--- config.mk ---
export PLATFORM = sky130hd
export DESIGN_NAME = mdio_mgmt_master
export DESIGN_NICKNAME = d
export VERILOG_FILES = /design/src/rtl/mdio_pkg.sv /design/src/rtl/mdc_divider.sv /design/src/rtl/mdio_sequencer.sv /design/src/rtl/mdio_mgmt_master.sv
export SDC_FILE = /design/constraint.sdc
export NUM_CORES = 1
export LEC_CHECK = 0
export ABC_CLOCK_PERIOD_IN_PS = 4830
export BUFFER_PORTS_ARGS = -buffer_cell sky130_fd_sc_hd__buf_4
export CORE_AREA = 8 8 93 158
export CTS_CLUSTER_SIZE = 12
export DETAILED_ROUTE_END_ITERATION = 16
export DIE_AREA = 0 0 101 166
export SETUP_SLACK_MARGIN = 0.2
export SLEW_MARGIN = 20
export SYNTH_ARGS = -nofsm -noshare
export SYNTH_HDL_FRONTEND = slang
export SYNTH_SLANG_ARGS = --single-unit
--- constraint.sdc ---
create_clock -name clk -period 4.83 [get_ports clk]
set_input_delay 0.2415 -clock clk [delete_from_list [all_inputs] [get_ports clk]]
set_output_delay 0.2415 -clock clk [all_outputs]
set_load 0.03 [all_outputs]
--- src/rtl/mdio_pkg.sv ---
package mdio_pkg;

    typedef enum logic [2:0] {
        ST_IDLE,
        ST_PREAMBLE,
        ST_HEADER,
        ST_TURN,
        ST_DATA
    } mdio_state_t;

    localparam logic [1:0] ADDR_FRAME = 2'd0;
    localparam logic [1:0] ADDR_SPEED = 2'd1;
    localparam logic [1:0] ADDR_EVENT = 2'd2;

    localparam int         EV_DONE_BIT = 0;
    localparam logic [1:0] OP_READ     = 2'b10;
    localparam int         OP_MSB      = 29;
    localparam int         OP_LSB      = 28;

    localparam int HDR_BITS = 14;
    localparam int TA_BITS  = 2;
    localparam int DAT_BITS = 16;

endpackage

--- src/rtl/mdc_divider.sv ---
module mdc_divider #(
    parameter int DIV_W = 6
) (
    input  logic             clk,
    input  logic             rst_n,
    input  logic             run,
    input  logic [DIV_W-1:0] div,
    output logic             mdc,
    output logic             rise_p,
    output logic             fall_p
);

    logic [DIV_W-1:0] cnt_q;
    logic             at_end;
    logic             active;

    assign active = run && (div != '0);
    assign at_end = active && (cnt_q == div - DIV_W'(1));

    always_ff @(posedge clk or negedge rst_n) begin
        if (!rst_n) begin
            cnt_q <= '0;
            mdc   <= 1'b0;
        end else if (!active) begin
            cnt_q <= '0;
            mdc   <= 1'b0;
        end else if (at_end) begin
            cnt_q <= '0;
            mdc   <= ~mdc;
        end else begin
            cnt_q <= cnt_q + DIV_W'(1);
        end
    end

    assign rise_p = at_end && !mdc;
    assign fall_p = at_end &&  mdc;

endmodule

--- src/rtl/mdio_sequencer.sv ---
module mdio_sequencer
    import mdio_pkg::*;
#(
    parameter int PRE_LEN = 32
) (
    input  logic        clk,
    input  logic        rst_n,
    input  logic        start,
    input  logic [31:0] frame_word,
    input  logic        rise_p,
    input  logic        fall_p,
    input  logic        mdio_in,
    output logic        busy,
    output logic        mdio_out,
    output logic        mdio_oe,
    output logic        done_p,
    output logic        is_read,
    output logic [15:0] rd_data
);

    localparam int MAXLEN = (PRE_LEN > DAT_BITS) ? PRE_LEN : DAT_BITS;
    localparam int CW     = $clog2(MAXLEN);

    mdio_state_t    state_q, state_d;
    logic [CW-1:0]  cnt_q;
    logic [31:0]    sh_q;
    logic           rd_q;
    logic [15:0]    cap_q;
    logic           last_bit;

    always_comb begin
        last_bit = 1'b0;
        unique case (state_q)
            ST_IDLE:     last_bit = 1'b0;
            ST_PREAMBLE: last_bit = (cnt_q == CW'(PRE_LEN - 1));
            ST_HEADER:   last_bit = (cnt_q == CW'(HDR_BITS - 1));
            ST_TURN:     last_bit = (cnt_q == CW'(TA_BITS - 1));
            ST_DATA:     last_bit = (cnt_q == CW'(DAT_BITS - 1));
            default:     last_bit = 1'b0;
        endcase
    end

    always_comb begin
        state_d = state_q;
        unique case (state_q)
            ST_IDLE:     if (start)             state_d = ST_PREAMBLE;
            ST_PREAMBLE: if (fall_p && last_bit) state_d = ST_HEADER;
            ST_HEADER:   if (fall_p && last_bit) state_d = ST_TURN;
            ST_TURN:     if (fall_p && last_bit) state_d = ST_DATA;
            ST_DATA:     if (fall_p && last_bit) state_d = ST_IDLE;
            default:                             state_d = ST_IDLE;
        endcase
    end

    always_ff @(posedge clk or negedge rst_n) begin
        if (!rst_n) state_q <= ST_IDLE;
        else        state_q <= state_d;
    end

    always_ff @(posedge clk or negedge rst_n) begin
        if (!rst_n) begin
            cnt_q <= '0;
            sh_q  <= '0;
            rd_q  <= 1'b0;
            cap_q <= '0;
        end else begin
            if (state_q == ST_IDLE) begin
                if (start) begin
                    cnt_q <= '0;
                    sh_q  <= frame_word;
                    rd_q  <= (frame_word[OP_MSB:OP_LSB] == OP_READ);
                end
            end else begin
                if (fall_p) begin
                    if (last_bit) cnt_q <= '0;
                    else          cnt_q <= cnt_q + CW'(1);
                    if (state_q != ST_PREAMBLE) sh_q <= {sh_q[30:0], 1'b0};
                end
                if (rise_p && rd_q && state_q == ST_DATA)
                    cap_q <= {cap_q[14:0], mdio_in};
            end
        end
    end

    always_comb begin
        busy     = (state_q != ST_IDLE);
        done_p   = (state_q == ST_DATA) && fall_p && last_bit;
        is_read  = rd_q;
        rd_data  = cap_q;
        mdio_out = 1'b0;
        mdio_oe  = 1'b0;
        unique case (state_q)
            ST_IDLE:     begin mdio_out = 1'b0;     mdio_oe = 1'b0;  end
            ST_PREAMBLE: begin mdio_out = 1'b1;     mdio_oe = 1'b1;  end
            ST_HEADER:   begin mdio_out = sh_q[31]; mdio_oe = 1'b1;  end
            ST_TURN,
            ST_DATA:     begin mdio_out = rd_q ? 1'b0 : sh_q[31]; mdio_oe = !rd_q; end
            default:     begin mdio_out = 1'b0;     mdio_oe = 1'b0;  end
        endcase
    end

endmodule

--- src/rtl/mdio_mgmt_master.sv ---
module mdio_mgmt_master
    import mdio_pkg::*;
#(
    parameter int DIV_W   = 6,
    parameter int PRE_LEN = 32
) (
    input  logic        clk,
    input  logic        rst_n,
    input  logic        reg_valid,
    input  logic        reg_write,
    input  logic [1:0]  reg_addr,
    input  logic [31:0] reg_wdata,
    output logic [31:0] reg_rdata,
    output logic        mdc,
    output logic        mdio_out,
    output logic        mdio_oe,
    input  logic        mdio_in
);

    localparam int SPD_PAD = 31 - DIV_W;

    logic [31:0]      frame_q;
    logic [DIV_W-1:0] div_q;
    logic             ev_done;
    logic             busy;
    logic             done_p;
    logic             is_read;
    logic [15:0]      rd_data;
    logic             rise_p;
    logic             fall_p;
    logic             wr_frame, wr_speed, wr_event, start;

    assign wr_frame = reg_valid && reg_write && (reg_addr == ADDR_FRAME);
    assign wr_speed = reg_valid && reg_write && (reg_addr == ADDR_SPEED);
    assign wr_event = reg_valid && reg_write && (reg_addr == ADDR_EVENT);
    assign start    = wr_frame && !busy && (div_q != '0);

    always_ff @(posedge clk or negedge rst_n) begin
        if (!rst_n) begin
            frame_q <= '0;
            div_q   <= '0;
            ev_done <= 1'b0;
        end else begin
            if (start)
                frame_q <= reg_wdata;
            else if (done_p && is_read)
                frame_q[15:0] <= rd_data;
            if (wr_speed)
                div_q <= reg_wdata[DIV_W:1];
            if (done_p)
                ev_done <= 1'b1;
            else if (wr_event && reg_wdata[EV_DONE_BIT])
                ev_done <= 1'b0;
        end
    end

    always_comb begin
        unique case (reg_addr)
            ADDR_FRAME: reg_rdata = frame_q;
            ADDR_SPEED: reg_rdata = {{SPD_PAD{1'b0}}, div_q, 1'b0};
            ADDR_EVENT: reg_rdata = {31'b0, ev_done};
            default:    reg_rdata = '0;
        endcase
    end

    mdc_divider #(.DIV_W(DIV_W)) u_div (
        .clk    (clk),
        .rst_n  (rst_n),
        .run    (busy),
        .div    (div_q),
        .mdc    (mdc),
        .rise_p (rise_p),
        .fall_p (fall_p)
    );

    mdio_sequencer #(.PRE_LEN(PRE_LEN)) u_seq (
        .clk        (clk),
        .rst_n      (rst_n),
        .start      (start),
        .frame_word (reg_wdata),
        .rise_p     (rise_p),
        .fall_p     (fall_p),
        .mdio_in    (mdio_in),
        .busy       (busy),
        .mdio_out   (mdio_out),
        .mdio_oe    (mdio_oe),
        .done_p     (done_p),
        .is_read    (is_read),
        .rd_data    (rd_data)
    );

endmodule

# Word-level counts from Yosys, hierarchy flattened

Index checks and enable logic that the tools add are counted.

Register bits after elaboration: 103
Input port bits: 39
Output and inout bits: 35
Word-level logic and storage cells: 97

Add/sub/neg operators: 3
Eq/ne operators: 19
Mux-type cells: 27
Bitwise operators: 2
Reduce and logical (&&, ||, !) cells: 35

Operator list:

| operator              | count |
|---|---|
| $mux W32              | 4 |
| $pmux W32 S3          | 1 |
| $mux W16              | 2 |
| $mux W5               | 4 |
| $logic_and A1 B1 Y1   | 17 |
| $mux W3               | 5 |
| $pmux W3 S5           | 1 |
| $mux W6               | 2 |
| $eq A5 B4 Y1 const B  | 2 |
| $ne A2 B1 Y1 const B  | 5 |
| $reduce_bool A2 Y1    | 4 |
| $add A6 B1 Y6 const B | 1 |
| $eq A3 B2 Y1 const B  | 2 |
| $eq A6 B6 Y1          | 1 |
| $reduce_and A2 Y1     | 3 |
| $reduce_bool A6 Y1    | 1 |
| $sub A6 B1 Y6 const B | 1 |
| $add A5 B1 Y5 const B | 1 |
| $eq A5 B1 Y1 const B  | 1 |
| $eq A5 B5 Y1 const B  | 1 |
| $mux W1               | 5 |
| $reduce_and A5 Y1     | 1 |
| $eq A2 B2 Y1 const B  | 2 |
| $pmux W1 S4           | 1 |
| other kinds (14)      | 18 |

# Logic depth before layout (Yosys ltp)

Word-level depth: 9
Mapped depth: 10
Gate-level depth less buffers: 8

# By module

Synthesis repeated with hierarchy kept, for this count alone.

Cell total of the unflattened synthesis: 486
Area, all modules: 5144.9 um^2

By module, submodules not included:

| module           | times used | cells an instance | area each (um^2) | seq. area each (um^2) |
|---|---|---|---|---|
| mdio_sequencer   | 1          | 280               | 2645.0           | 1426.4 |
| mdio_mgmt_master | 1          | 151               | 1971.9           | 975.9 |
| mdc_divider      | 1          | 55                | 528.0            | 175.2 |

# Worst setup path before layout

OpenSTA, ideal clock, no wires.

Path type: register -> register
Start: reg div_q[0]
End: reg u_seq.cap_q[10], in the netlist u_seq.rd_data[10]
Library setup time: 0.127 ns
Data arrival time: 2.628 ns
Required time: 4.703 ns
Setup slack: 2.074 ns
Stages on the path, launching flop included: 11
Path buffers: 2
Period minus slack after synthesis: 2.756 ns
Cell sequence: dfrtp_1 > inv_1 > ha_1 > o21ba_1 > a221oi_1 > a41oi_1 > or2_1 > buf_2 > nor4_4 > buf_6 > mux2_1

Cells in the longest elaborated chain, start to end: 7
Elaborated cells on any way between the ends: 9
Those cells by class: add/sub: 1; eq/ne: 1; reduce/logical: 7

RTL lines:

| item                                                       | line                                 | text |
|---|---|---|
| start, declared                                            | mdio_mgmt_master.sv:23               | `logic [DIV_W-1:0] div_q;` |
| start signal, assigned                                     | mdio_mgmt_master.sv:49               | `div_q <= reg_wdata[DIV_W:1];` |
| $sub A6 B1 Y6 / $reduce_bool A6 Y1 (equally long branches) | mdc_divider.sv:18, mdc_divider.sv:17 |  |
| $eq A6 B6 Y1 / $logic_and A1 B1 Y1 (equally long branches) | mdc_divider.sv:18, mdc_divider.sv:17 |  |
| $logic_and A1 B1 Y1 (*)                                    | mdc_divider.sv:18                    | `assign at_end = active && (cnt_q == div - DIV_W'(1));` |
| $logic_and A1 B1 Y1 (*)                                    | mdc_divider.sv:35                    | `assign rise_p = at_end && !mdc;` |
| $logic_and A1 B1 Y1 (*) (2 in series)                      | mdio_sequencer.sv:79                 | `if (rise_p && rd_q && state_q == ST_DATA)` |
| $reduce_and A2 Y1 (no line) (*)                            | n/a                                  |  |
| end signal, assigned                                       | mdio_sequencer.sv:80                 | `cap_q <= {cap_q[14:0], mdio_in};` |
| end, declared                                              | mdio_sequencer.sv:28                 | `logic [15:0] cap_q;` |

Every way passes the cells marked *; elsewhere a longest branch is shown, timed or not.
A chain may end at the register's enable or synchronous reset.

# Worst setup path after layout

Start: reg div_q[0]
End: reg u_seq.cap_q[4], in the netlist u_seq.rd_data[4]

Same word-level chain as after synthesis.

==> results.cfg <==
[timing]
setup_slack_ns = 1.75
fin_setup_tns_ns = 0
finClkSkew_ns = 0.0123
hold_violations = 0
rsz0062_at_grt = false
timing.fmax_mhz = 325
slew_headroom_pct = 37.3
fin_crit_ns = 3.08
setup_viol = 0
worst_pin_slew_ns = 0.938
slew_viol_final = 0
timing.final.crit_share_pct = 63.7

[synth]
synth_seq_cells = 103
synthFlopType = dfrtp_1
synthTopCellsByArea = dfrtp_1, nand2_1, mux2_2
ys_warn_count = 0
synth-async-reset-ratio_pct = 100
syn_inst = 515
synth_edf_count = 0
synth_top_cell_by_area = dfrtp_1
synth_top_area_share_pct = 50.1
ys_seq_area_share_pct = 50.1
ys_types = 52
syn-cell-area_um2 = 5150
synth_nets = 558
avgSynthCellArea_um2 = 10.0

[cts]
cts_hold_repair.buffers = 1
cts.sinks = 103
cts-htree-levels = 3
numCtsBuffers = 9
clock_latency_ns = 0.35
postCtsSetupBuffers = 0
cts_tree = built
cts_root_buf = clkbuf_16
ctsResizeCount = 0
cts_buffer_depth = 2
cts.clk_slew.worst_paths_ns = 0.07

[route]
dr.pass1.iters = 4
ant_nets = 0
vias = 3951
drt-initial-drc-count = 181
post_drt_wl_per_cell_um = 17.1
drc = 0
wl_met3_um = 498
highest-signal-layer = met4
viasPerCell = 5.23
routed-wl-met2_mm = 7.00
wl_mm = 12.9
met1_length_mm = 5.14

[pwr]
powerDensity_nw_per_um2 = 473
total_power_w = 0.00292
vdd_ir_drop_max_uv = 236
leakage_nw = 3.16

[layout]
drive_gt1_share_pct = 25.3
antenna_cells = 0
area_growth_pct = 20.0
nets = 623
stdcell_count = 756

[floorplanning]
core_area_um2 = 12700
fp.dieW_um = 101
die_height_um = 166
initial_core_util_pct = 40.7
num_rows = 55
die_area_um2 = 16800
ios = 74

[setup_path]
cp.arrival_ns = 3.31
path_max_fanout = 10
startpoint_type = register
endpoint_kind = register
path_class = reg -> reg
required_ns = 5.06

[grt]
grt_pass1_vias = 4231
grt_first_pass_wirelength_mm = 21.4
gr-total-overflow = 0
track_usage_pct = 16.1
grt_max_degree = 61
grt_antenna_before_repair = 0

[placement]
dp.cells = 738
hpwl_mm = 9.02
place_congestion = 0.876
pre_cts_ws_ns = 1.53
numPortBuffers = 73

[worst_hold_path]
hold_class = in -> reg

[flow_run]
drv_cap = 0

[outcome]
run_status = complete, no violations
[worst max-delay path: stages (launching register included)]
cell,delay [ns]
dfrtp_1,0.44
inv_1,0.10
ha_1,0.26
o21ba_1,0.20
a221oi_1,0.28
a41oi_1,0.15
or2_1,0.40
nor4_4,0.55
buf_6,0.23
mux2_2,0.34
[sequential cells by signal, summed over array words and instances, names as in the netlist]
signal and flops:
u_div.mdc 1, u_seq.sh_q 32, u_seq.is_read 1, u_seq.rd_data 16
div_q 6, ev_done 1, frame_q 32, u_seq.state_q 3
u_div.cnt_q 6, u_seq.cnt_q 5
[cells in the mapped netlist (2+ instances only)]
cell type / instances
o211ai_1: 3
nor3b_1: 3
and3_1: 2
buf_1: 4
nand2b_1: 3
xnor2_1: 5
a22o_1: 15
ha_1: 4
clkbuf_1: 17
dfrtp_1: 103
xor2_1: 7
nand3_1: 12
mux2_1: 10
a21oi_1: 3
a21o_1: 16
nand3b_1: 3
inv_1: 5
or3_1: 2
nand4b_1: 3
nor2_1: 21
nor4_4: 2
and2_1: 28
or3b_2: 2
a311o_1: 2
mux2_2: 43
o21ai_0: 7
nor3_1: 3
nand2_1: 147
o31ai_1: 2
buf_2: 7
mux2i_1: 10
[layer usage]
metal  global-route usage [%]  vias up
li1                         -     1866
met1                     18.1     1974
met2                     28.5       94
met3                     3.44       17
met4                     6.46        0
met5                        0        -
[per-stage QoR]
step / area [um2] / util, % / hold WS, ns
2_1_floorplan: 5150 / - / -0.0541
4_1_cts: 6160 / 48.7 / 0.0910
6_report: 6180 / 48.8 / 0.103
3_5_place_dp: 5870 / 46.3 / 0.282
5_1_grt: 6180 / 48.8 / 0.0894
3_3_place_gp: 5840 / 46.1 / 0.276
[placed cells by master, fill, tap and decap left out, drive strengths merged, types with 3 or more instances in the layout]
cell	Yosys	final
mux2i	10	10
inv	5	5
mux2	53	53
and2	28	28
a21oi	3	3
xor2	7	7
nor2	22	22
xnor2	5	5
o21ai	7	7
clkinv	0	3
nand2	147	147
nor3b	3	3
nand3b	3	3
nand2b	3	3
o211ai	3	3
nand3	12	12
a21o	16	16
buf	12	82
or3b	3	3
nand4b	3	3
clkbuf	17	12
nor3	4	4
nor4	3	3
ha	4	4
a22o	15	15
dfrtp	103	103
[cell families (layout without fill, tap and decap cells)]
family | after synthesis | in the layout | share of synthesized area [%]
AO/OA/AOI/OAI | 59 | 59 | 8.77
XOR/XNOR | 12 | 12 | 2.04
adder cells (fa/ha/maj) | 4 | 4 | 0.972
buffers and inverters | 34 | 104 | 2.79
flip-flops | 103 | 103 | 50.1
multiplexers | 63 | 63 | 13.5
AND/OR/NAND/NOR | 240 | 240 | 21.8
[power by group]
part | switching [W] | internal [W] | total (W)
sequential | 0.000185 | 0.00112 | 0.00131
combinational | 0.000502 | 0.000413 | 0.000915
clock | 0.000318 | 0.000379 | 0.000697
total | 0.00101 | 0.00192 | 0.00292
[cell type report]
class | count | area [um2]
fillers | 1251 | 6490
well taps | 171 | 214
clock inverters | 4 | 30.0
multi-input cells | 378 | 2430
inverters | 5 | 18.8
clock buffers | 12 | 256
flip-flops and latches | 103 | 2580
repair buffers | 83 | 649
[path summary, 6_finish.rpt]
kind | cells after the start | slack, ns | endpoint | from
setup / recovery | 9 | 1.75 | u_seq.rd_data[4] | div_q[0]
min in group asynchronous | 2 | 0.44 | frame_q[4] | rst_n
setup reg to reg | 9 | 1.75 | u_seq.rd_data[4] | div_q[0]
hold reg to reg | 2 | 0.47 | frame_q[29] | frame_q[29]
hold / removal | 3 | 0.10 | frame_q[19] | reg_wdata[19]
max in group asynchronous | 3 | 3.19 | u_seq.is_read | rst_n
No activity file was read; power rests on OpenSTA's default activity.
